**config.mk**
```make
export PLATFORM = sky130hd
export DESIGN_NAME = can_txprot_ctrl
export DESIGN_NICKNAME = d
export VERILOG_FILES = /design/src/rtl/can_txprot_pkg.sv /design/src/rtl/cantp_txd_sync.sv /design/src/rtl/cantp_dom_timer.sv /design/src/rtl/cantp_thermal.sv /design/src/rtl/cantp_supply_guard.sv /design/src/rtl/can_txprot_ctrl.sv
export SDC_FILE = /design/constraint.sdc
export NUM_CORES = 1
export LEC_CHECK = 0
export BUFFER_PORTS_ARGS = -buffer_cell sky130_fd_sc_hd__buf_2
export CORE_MARGIN = 2
export CORE_UTILIZATION = 25
export CTS_CLUSTER_DIAMETER = 150
export DETAILED_ROUTE_END_ITERATION = 10
export GPL_ROUTABILITY_DRIVEN = 0
export PLACE_DENSITY = 0.45
export SYNTH_ARGS = -nofsm -noshare
export SYNTH_HDL_FRONTEND = slang
export SYNTH_HIERARCHICAL = 1
export SYNTH_SLANG_ARGS = --single-unit
```
**constraint.sdc**
```tcl
create_clock -name clk -period 2.55 [get_ports clk]
set_clock_uncertainty 0.05 [all_clocks]
set_input_delay 0.3825 -clock clk [delete_from_list [all_inputs] [get_ports clk]]
set_output_delay 0.3825 -clock clk [all_outputs]
set_load 0.02 [all_outputs]
```
**src/rtl/can_txprot_pkg.sv**
```systemverilog
package can_txprot_pkg;

    typedef enum logic [1:0] {
        PG_HOLD = 2'd0,
        PG_WAIT = 2'd1,
        PG_RUN  = 2'd2
    } pgood_mode_e;

    function automatic int us_to_cycles(input int clk_hz, input int us);
        return (clk_hz / 1000) * us / 1000;
    endfunction

endpackage

```
**src/rtl/cantp_txd_sync.sv**
```systemverilog
module cantp_txd_sync (
    input  logic clk,
    input  logic rst_n,
    input  logic txd_i,
    output logic tx_lvl_o
);
    typedef struct packed {
        logic meta;
        logic sync;
    } sync_s;

    sync_s st_d, st_q;

    always_comb begin
        st_d      = st_q;
        st_d.meta = txd_i;
        st_d.sync = st_q.meta;
    end

    always_ff @(posedge clk or negedge rst_n) begin
        if (!rst_n) begin
            st_q <= '{meta: 1'b1, sync: 1'b1};
        end else begin
            st_q <= st_d;
        end
    end

    assign tx_lvl_o = st_q.sync;
endmodule

```
**src/rtl/cantp_dom_timer.sv**
```systemverilog
module cantp_dom_timer #(
    parameter int LIMIT = 400
) (
    input  logic clk,
    input  logic rst_n,
    input  logic tx_lvl_i,
    output logic fault_o
);
    localparam int CW = $clog2(LIMIT + 1);

    typedef struct packed {
        logic [CW-1:0] cnt;
        logic          fault;
    } tmr_s;

    tmr_s st_d, st_q;

    always_comb begin
        st_d = st_q;
        if (tx_lvl_i) begin
            st_d.cnt   = '0;
            st_d.fault = 1'b0;
        end else if (!st_q.fault) begin
            if (st_q.cnt == CW'(LIMIT - 1)) begin
                st_d.fault = 1'b1;
                st_d.cnt   = '0;
            end else begin
                st_d.cnt = st_q.cnt + 1'b1;
            end
        end
    end

    always_ff @(posedge clk or negedge rst_n) begin
        if (!rst_n) begin
            st_q <= '0;
        end else begin
            st_q <= st_d;
        end
    end

    assign fault_o = st_q.fault;
endmodule

```
**src/rtl/cantp_thermal.sv**
```systemverilog
module cantp_thermal #(
    parameter int TW       = 8,
    parameter int TRIP_C   = 220,
    parameter int RELEASE_C = 215
) (
    input  logic          clk,
    input  logic          rst_n,
    input  logic [TW-1:0] temp_i,
    output logic          tsd_o
);
    typedef struct packed {
        logic tsd;
    } th_s;

    th_s st_d, st_q;

    always_comb begin
        st_d = st_q;
        if (temp_i >= TW'(TRIP_C)) begin
            st_d.tsd = 1'b1;
        end else if (temp_i <= TW'(RELEASE_C)) begin
            st_d.tsd = 1'b0;
        end
    end

    always_ff @(posedge clk or negedge rst_n) begin
        if (!rst_n) begin
            st_q <= '0;
        end else begin
            st_q <= st_d;
        end
    end

    assign tsd_o = st_q.tsd;
endmodule

```
**src/rtl/cantp_supply_guard.sv**
```systemverilog
module cantp_supply_guard
    import can_txprot_pkg::*;
#(
    parameter int DELAY = 60
) (
    input  logic clk,
    input  logic rst_n,
    input  logic uv1_i,
    input  logic uv2_i,
    output logic lv_low_o,
    output logic bv_low_o,
    output logic ready_o
);
    localparam int CW = $clog2(DELAY + 1);

    typedef struct packed {
        logic          lv;
        logic          bv;
        pgood_mode_e   mode;
        logic [CW-1:0] cnt;
    } pg_s;

    pg_s st_d, st_q;

    always_comb begin
        st_d    = st_q;
        st_d.lv = uv1_i;
        st_d.bv = uv2_i;
        if (st_q.lv || st_q.bv) begin
            st_d.mode = PG_HOLD;
            st_d.cnt  = '0;
        end else if (st_q.mode != PG_RUN) begin
            if (st_q.cnt == CW'(DELAY - 1)) begin
                st_d.mode = PG_RUN;
                st_d.cnt  = '0;
            end else begin
                st_d.mode = PG_WAIT;
                st_d.cnt  = st_q.cnt + 1'b1;
            end
        end
    end

    always_ff @(posedge clk or negedge rst_n) begin
        if (!rst_n) begin
            st_q <= '{lv: 1'b0, bv: 1'b0, mode: PG_HOLD, cnt: '0};
        end else begin
            st_q <= st_d;
        end
    end

    assign lv_low_o = st_q.lv;
    assign bv_low_o = st_q.bv;
    assign ready_o  = (st_q.mode == PG_RUN);
endmodule

```
**src/rtl/can_txprot_ctrl.sv**
```systemverilog
module can_txprot_ctrl
    import can_txprot_pkg::*;
#(
    parameter int CLK_FREQ_HZ = 200_000_000,
    parameter int DTO_US      = 2000,
    parameter int REEN_US     = 300,
    parameter int MIN_BITRATE = 10_000,
    parameter int TEMP_W      = 8,
    parameter int TEMP_OFS    = 50,
    parameter int TSD_TRIP_C  = 170,
    parameter int TSD_HYST_C  = 5
) (
    input  logic              clk,
    input  logic              rst_n,
    input  logic              txd_i,
    input  logic              bus_dom_i,
    input  logic              uv1_i,
    input  logic              uv2_i,
    input  logic [TEMP_W-1:0] temp_i,
    output logic              drv_en_o,
    output logic              drv_dom_o,
    output logic              bus_hiz_o,
    output logic              rxd_o,
    output logic              dto_o,
    output logic              tsd_o,
    output logic              uvlo_o
);
    localparam int DTO_CYC   = us_to_cycles(CLK_FREQ_HZ, DTO_US);
    localparam int REEN_CYC  = us_to_cycles(CLK_FREQ_HZ, REEN_US);
    localparam int TRIP_CODE = TSD_TRIP_C + TEMP_OFS;
    localparam int REL_CODE  = TRIP_CODE - TSD_HYST_C;

    logic tx_lvl, dto_flt, tsd_flt, lv_low, bv_low, pg_ready;

    cantp_txd_sync u_sync (
        .clk      (clk),
        .rst_n    (rst_n),
        .txd_i    (txd_i),
        .tx_lvl_o (tx_lvl)
    );

    cantp_dom_timer #(.LIMIT(DTO_CYC)) u_dto (
        .clk      (clk),
        .rst_n    (rst_n),
        .tx_lvl_i (tx_lvl),
        .fault_o  (dto_flt)
    );

    cantp_thermal #(
        .TW        (TEMP_W),
        .TRIP_C    (TRIP_CODE),
        .RELEASE_C (REL_CODE)
    ) u_tsd (
        .clk    (clk),
        .rst_n  (rst_n),
        .temp_i (temp_i),
        .tsd_o  (tsd_flt)
    );

    cantp_supply_guard #(.DELAY(REEN_CYC)) u_pg (
        .clk      (clk),
        .rst_n    (rst_n),
        .uv1_i    (uv1_i),
        .uv2_i    (uv2_i),
        .lv_low_o (lv_low),
        .bv_low_o (bv_low),
        .ready_o  (pg_ready)
    );

    typedef struct packed {
        logic bus_dom;
    } rx_s;

    rx_s rx_d, rx_q;

    always_comb begin
        rx_d         = rx_q;
        rx_d.bus_dom = bus_dom_i;
    end

    always_ff @(posedge clk or negedge rst_n) begin
        if (!rst_n) begin
            rx_q <= '0;
        end else begin
            rx_q <= rx_d;
        end
    end

    logic permit;

    always_comb begin
        permit    = pg_ready && !lv_low && !bv_low && !dto_flt && !tsd_flt;
        drv_en_o  = permit;
        drv_dom_o = permit && !tx_lvl;
        bus_hiz_o = bv_low;
        rxd_o     = (lv_low || bv_low) ? 1'b1 : !rx_q.bus_dom;
        dto_o     = dto_flt;
        tsd_o     = tsd_flt;
        uvlo_o    = !pg_ready;
    end
endmodule

```
Word-level counts from Yosys, hierarchy flattened

Cells that the tools add are included.

Input port bits: 14
Word-level logic and storage cells: 44
Output and inout port bits: 7
Flip-flop bits (word level): 44

Order comparisons: 2
Muxes and demuxes: 10
Eq/ne operators: 5
Reductions and logical operators: 15
Add/subtract/negate cells: 2

Operator list:

| kind                                                             | number |
|---|---|
| 18-bit 2-to-1 mux                                                | 3 |
| 20-bit 2-to-1 mux                                                | 2 |
| 19-bit by 1-bit adder with 19-bit output (second input constant) | 1 |
| 19-bit == test (second input constant)                           | 1 |
| 19-bit 2-to-1 mux                                                | 1 |
| 16-bit by 1-bit adder with 16-bit output (second input constant) | 1 |
| 16-bit == test (second input constant)                           | 1 |
| 8-bit >= comparator (second input constant)                      | 1 |
| 8-bit less-or-equal comparator (second input constant)           | 1 |
| 1-bit zero test                                                  | 7 |
| 1-bit logical AND                                                | 5 |
| 1-bit 2-to-1 mux                                                 | 4 |
| 2-bit inequality test (second input constant)                    | 2 |
| 2-bit nonzero test                                               | 2 |
| 2-bit == test (second input constant)                            | 1 |
| 1-bit logical OR                                                 | 1 |

Depth between registers and ports, before layout

Depth in word-level cells: 6
Depth in mapped cells: 6
Depth with buffers taken out: 6

Cells and area by module

Netlist, hierarchy kept.

Modules (own cells, without submodules):

| module             | cells each | area each (um^2) | sequential area each (um^2) | instances |
|---|---|---|---|---|
| cantp_dom_timer    | 138        | 1193.6           | 500.5                       | 1 |
| cantp_supply_guard | 123        | 1158.6           | 500.5                       | 1 |
| can_txprot_ctrl    | 7          | 60.1             | 25.0                        | 1 |
| cantp_thermal      | 5          | 53.8             | 25.0                        | 1 |
| cantp_txd_sync     | 2          | 52.6             | 52.6                        | 1 |

Worst setup path after synthesis

No wires, ideal clock.

Path type: register to register
From: reg u_pg/st_q[0] (netlist name)
To: reg u_pg/st_q[14] (netlist name)
Required time: 2.418 ns
Period minus slack after synthesis: 1.840 ns
Buffers on the path: 0
Data arrival time: 1.708 ns
Stages on the path, launching flop included: 6
Setup slack: 0.710 ns
Library setup time: 0.082 ns
Cells stage by stage: dfrtp_1 ha_1 nand4_1 or3_4 or4_1 a31oi_1

Cells in the longest elaborated chain, start to end: 4
Elaborated cells on any way between the ends: 5
Those cells by class: 1 x add/sub; 1 x eq/ne; 3 x mux

RTL lines:

| what                                                                       | line                                               | RTL |
|---|---|---|
| start, declared                                                            | cantp_supply_guard.sv:23                           | `pg_s st_d, st_q;` |
| start signal, assigned                                                     | cantp_supply_guard.sv:45                           | `st_q <= '{lv: 1'b0, bv: 1'b0, mode: PG_HOLD, cnt: '0};` |
| start signal, assigned                                                     | cantp_supply_guard.sv:47                           | `st_q <= st_d;` |
| 16-bit by 1-bit adder with 16-bit output or 16-bit == test (tied branches) | cantp_supply_guard.sv:38, cantp_supply_guard.sv:33 |  |
| 18-bit 2-to-1 mux (*)                                                      | cantp_supply_guard.sv:33                           | `if (st_q.cnt == CW'(DELAY - 1)) begin` |
| 18-bit 2-to-1 mux (*)                                                      | cantp_supply_guard.sv:32                           | `end else if (st_q.mode != PG_RUN) begin` |
| 18-bit 2-to-1 mux (*)                                                      | cantp_supply_guard.sv:29                           | `if (st_q.lv \|\| st_q.bv) begin` |

Mark *: on every way between the ends. The rest lies on a longest branch, timed or not. The select of a mux whose other input is x is not followed.
A chain may end at the register's enable or synchronous reset.

Worst setup path after layout

From: reg u_pg/st_q[17] (netlist name)
To: out drv_dom_o

Cells in the longest elaborated chain, start to end: 6

RTL lines:

| what                           | line                     | RTL |
|---|---|---|
| 2-bit == test                  | cantp_supply_guard.sv:53 | `assign ready_o = (st_q.mode == PG_RUN);` |
| net pg_ready                   | can_txprot_ctrl.sv:33    | `logic tx_lvl, dto_flt, tsd_flt, lv_low, bv_low, pg_ready;` |
| 1-bit logical AND (4 in a row) | can_txprot_ctrl.sv:92    | `permit = pg_ready && !lv_low && !bv_low && !dto_flt && !tsd_flt;` |
| 1-bit logical AND              | can_txprot_ctrl.sv:94    | `drv_dom_o = permit && !tx_lvl;` |
| end, declared                  | can_txprot_ctrl.sv:21    | `output logic drv_dom_o,` |

The timed path passes the listed nets, and every way through them passes these cells.

==> summary.txt <==
Clock tree
  – Resized Gates After CTS: 0
  – Clock sinks: 44
  – Later-pin clock latency in the skew report: 300 ps
  – Root buffer cell: clkbuf_8
  – Reg clk slew, reported paths: 90 ps
  – Setup Buffers After CTS: 0
  – CTS Hold Bufs: 0
  – CTS tree: done
  – CTS H-tree lvls: 2
  – Max clock buf depth: 2
  – Inserted Clock Buffers: 5

Floorplan
  – Die area: 10900 um2
  – # IOs: 21
  – Core Region: 9770 um2
  – Site row count: 36
  – Die X: 104 um
  – Initial core utilization: 0.258
  – Die Ht: 104 um

Cells and area
  – Most common cell after layout, fill and taps aside: dfrtp_1
  – Nets: 309
  – N_diodes: 0
  – Most frequent cells in the layout: dfrtp_1 (42), nand2_1 (35), nor2_1 (22)
  – Post-Route Utilization: 0.291
  – Cell area after layout: 2840 um2
  – Ratio of cells with drive above 1 in the final layout: 0.167
  – Area Overhead vs Synth: 12.8%
  – FILL cells: 1066
  – Final std cells w/o fill: 427

GRT
  – Overall routing resource usage: 0.117
  – Initial antenna violation count: 0
  – Vias in the first global route: 2159
  – Gr ovfl total: 0
  – First-pass GRT wire length: 10500 um
  – Largest net degree at the start of global routing: 26

STA
  – Max-Slew Margin vs Limit: 0.584
  – Final Setup Violations: 0
  – Final Hold Viols: 19
  – Worst-Margin Slew: 619 ps
  – Highest clock rate: 0.475 GHz
  – Slew Limit Fails: 0
  – Hold Slack: -13.7 ps
  – Setup total negative slack: 0 ps
  – Minimum clock period: 2110 ps
  – Final period util: 0.826
  – RSZ-0062 raised after global routing: false

Yosys
  – Synth warn: 6
  – Synth unique cells: 55
  – Asr flop ratio synth: 1.00
  – Area contributors post-synth: dfrtp_1 (42%), nand2_1 (5.2%), a21oi_1 (3.8%)
  – Synthesized area: 2520 um2
  – Cell taking the most area after synthesis: dfrtp_1
  – Synthesized net count: 291
  – Mapped Cells: 275
  – Top_reg_cell synth: dfrtp_1
  – Seq cells post-synth: 44
  – Syn avg cell area: 9.16 um2
  – Top-area cell type share of the netlist area: 0.417
  – EDFF count, synth: 0
  – Sequential area share after synthesis: 0.438

Setup path
  – Kind of critical path: reg2out
  – Worst Reg2Reg Path Length in Cells: 5
  – R2r startpoint: u_pg/st_q[0]
  – Crit path DAT: 1670 ps
  – FF-to-FF End: u_pg/st_q[14]
  – Crit Path Max Fanout: 11
  – Reg-to-reg slack, setup: 560 ps
  – Critical Path RT: 2120 ps
  – CP endpoint kind: output port
  – Crit start category: flop

Place
  – Post-place instance area: 2730 um2
  – Placed Instances: 419
  – IO Port Bufs: 18
  – Dpl hpwl: 4010 um

Detailed routing
  – Initial drt markers: 74
  – WL/cell: 13.7 um
  – Detail Route Antenna Nets: 0
  – Routed WL: 5840 um
  – First drt pass iteration count: 4
  – Residual DRC: 0
  – Vias per cell: 4.94
  – Via Count: 2108

Power
  – Sw power: 0.305 mW
  – Max IR drop VDD: 0.210 mV
  – Pwr Total: 1.33 mW
  – Power Dens Cells: 467 nW/um2
  – Internal power: 1.02 mW
  – Combinational share of power: 0.049
  – Reg power frac: 0.543
  – Static Leakage: 1.12 nW
  – Clock power share: 0.408
  – Switching Share: 0.230

Flow run
  – # Max-Cap Violations: 0

Outcome
  – Violated checks: negative hold slack
  – Outcome: complete, but fails checks

Min path
  – Hold Path Class: in2async
## sequential cells by signal (all words and copies together), names as in the netlist
name and cells:
rx_q 1, u_dto/fault_o 1, u_dto/st_q 19, u_tsd/tsd_o 1, u_pg/bv_low_o 1, u_pg/lv_low_o 1
u_sync/tx_lvl_o 1, u_pg/st_q 18, u_sync/st_d 1
## area by class of cell
| cell class | instances | area [um2] | share of cell area |
|---|---|---|---|
| Sequential cell | 44 | 1100 | 0.388 |
| Clock inverter | 2 | 35.0 | 0.0123 |
| Tap cell | 133 | 166 | 0.0586 |
| Multi-Input combinational cell | 210 | 1290 | 0.456 |
| Inverter | 7 | 26.3 | 0.00925 |
| Timing Repair Buffer | 25 | 143 | 0.0502 |
| Clock buffer | 6 | 72.6 | 0.0255 |
## logic make-up (layout without fill, tap and decap cells)
kind of cell / Yosys count / after routing / share of synthesized area
AND/OR/NAND/NOR: 148 / 148 / 0.338
AO/OA/AOI/OAI: 49 / 49 / 0.128
flip-flops: 44 / 44 / 0.438
buffers and inverters: 21 / 40 / 0.0477
XOR/XNOR: 10 / 10 / 0.0348
adder cells (fa/ha/maj): 2 / 2 / 0.00993
multiplexers: 1 / 1 / 0.00397
## metal layers
metal  share of wire  track usage  wire length (um)  vias to the layer above
met1            0.49        0.155              2850                     1028
met5               0            0                 0                        -
met2            0.47        0.188              2760                       21
met4           0.014       0.0425                83                        0
met3           0.025       0.0232               144                        7
li1                -            -                 -                     1052
## per-stage QoR
stage                     setup WS (ps)  hold slack (ps)
after floorplan                     710             36.9
after global placement              537              301
after detailed placement            573              304
after CTS                           427             2.84
after global routing                348             21.7
final                               443            -13.7
## synth_stat cells (3+ instances only)
| master | instances |
|---|---|
| a21oi_1 | 19 |
| a311o_1 | 3 |
| a31oi_1 | 6 |
| and3_1 | 5 |
| and4_1 | 3 |
| and4_2 | 3 |
| clkbuf_1 | 6 |
| dfrtp_1 | 42 |
| inv_1 | 6 |
| nand2_1 | 35 |
| nand3_1 | 17 |
| nand3b_1 | 5 |
| nand4_1 | 12 |
| nor2_1 | 22 |
| nor2b_1 | 4 |
| nor3_1 | 8 |
| nor4_1 | 10 |
| o21ai_0 | 5 |
| o31ai_1 | 4 |
| or4_1 | 4 |
| xnor2_1 | 4 |
| xor2_1 | 6 |
## how the worst max path moves through the flow
stage	slack [ps]	cells past startpoint	endpoint	from
after CTS	430	4	drv_dom_o	u_pg/st_q[17]
after global placement	540	6	u_pg/st_q[8]	u_pg/st_q[17]
final	440	4	drv_dom_o	u_pg/st_q[17]
after detailed placement	570	6	u_pg/st_q[8]	u_pg/st_q[17]
after global routing	350	4	drv_dom_o	u_pg/st_q[17]
after floorplan	710	5	u_pg/st_q[14]	u_pg/st_q[0]
## power by group through the flow
stage                     clock network [mW]  registers [mW]  logic (mW)
after global placement                     0           0.735      0.0679
after global routing                   0.595           0.723      0.0754
final                                  0.542           0.721      0.0650
after CTS                              0.561           0.721      0.0677
after floorplan                            0           0.734      0.0313
after detailed placement                   0           0.735      0.0677
## critical path, cell delays in order, from the launching register on
cell      delay, ps
dfrtp_1         360
or2b_2          280
clkinv_1        300
and4b_1         280
buf_2           150
Power figures use the tool's default switching activity.
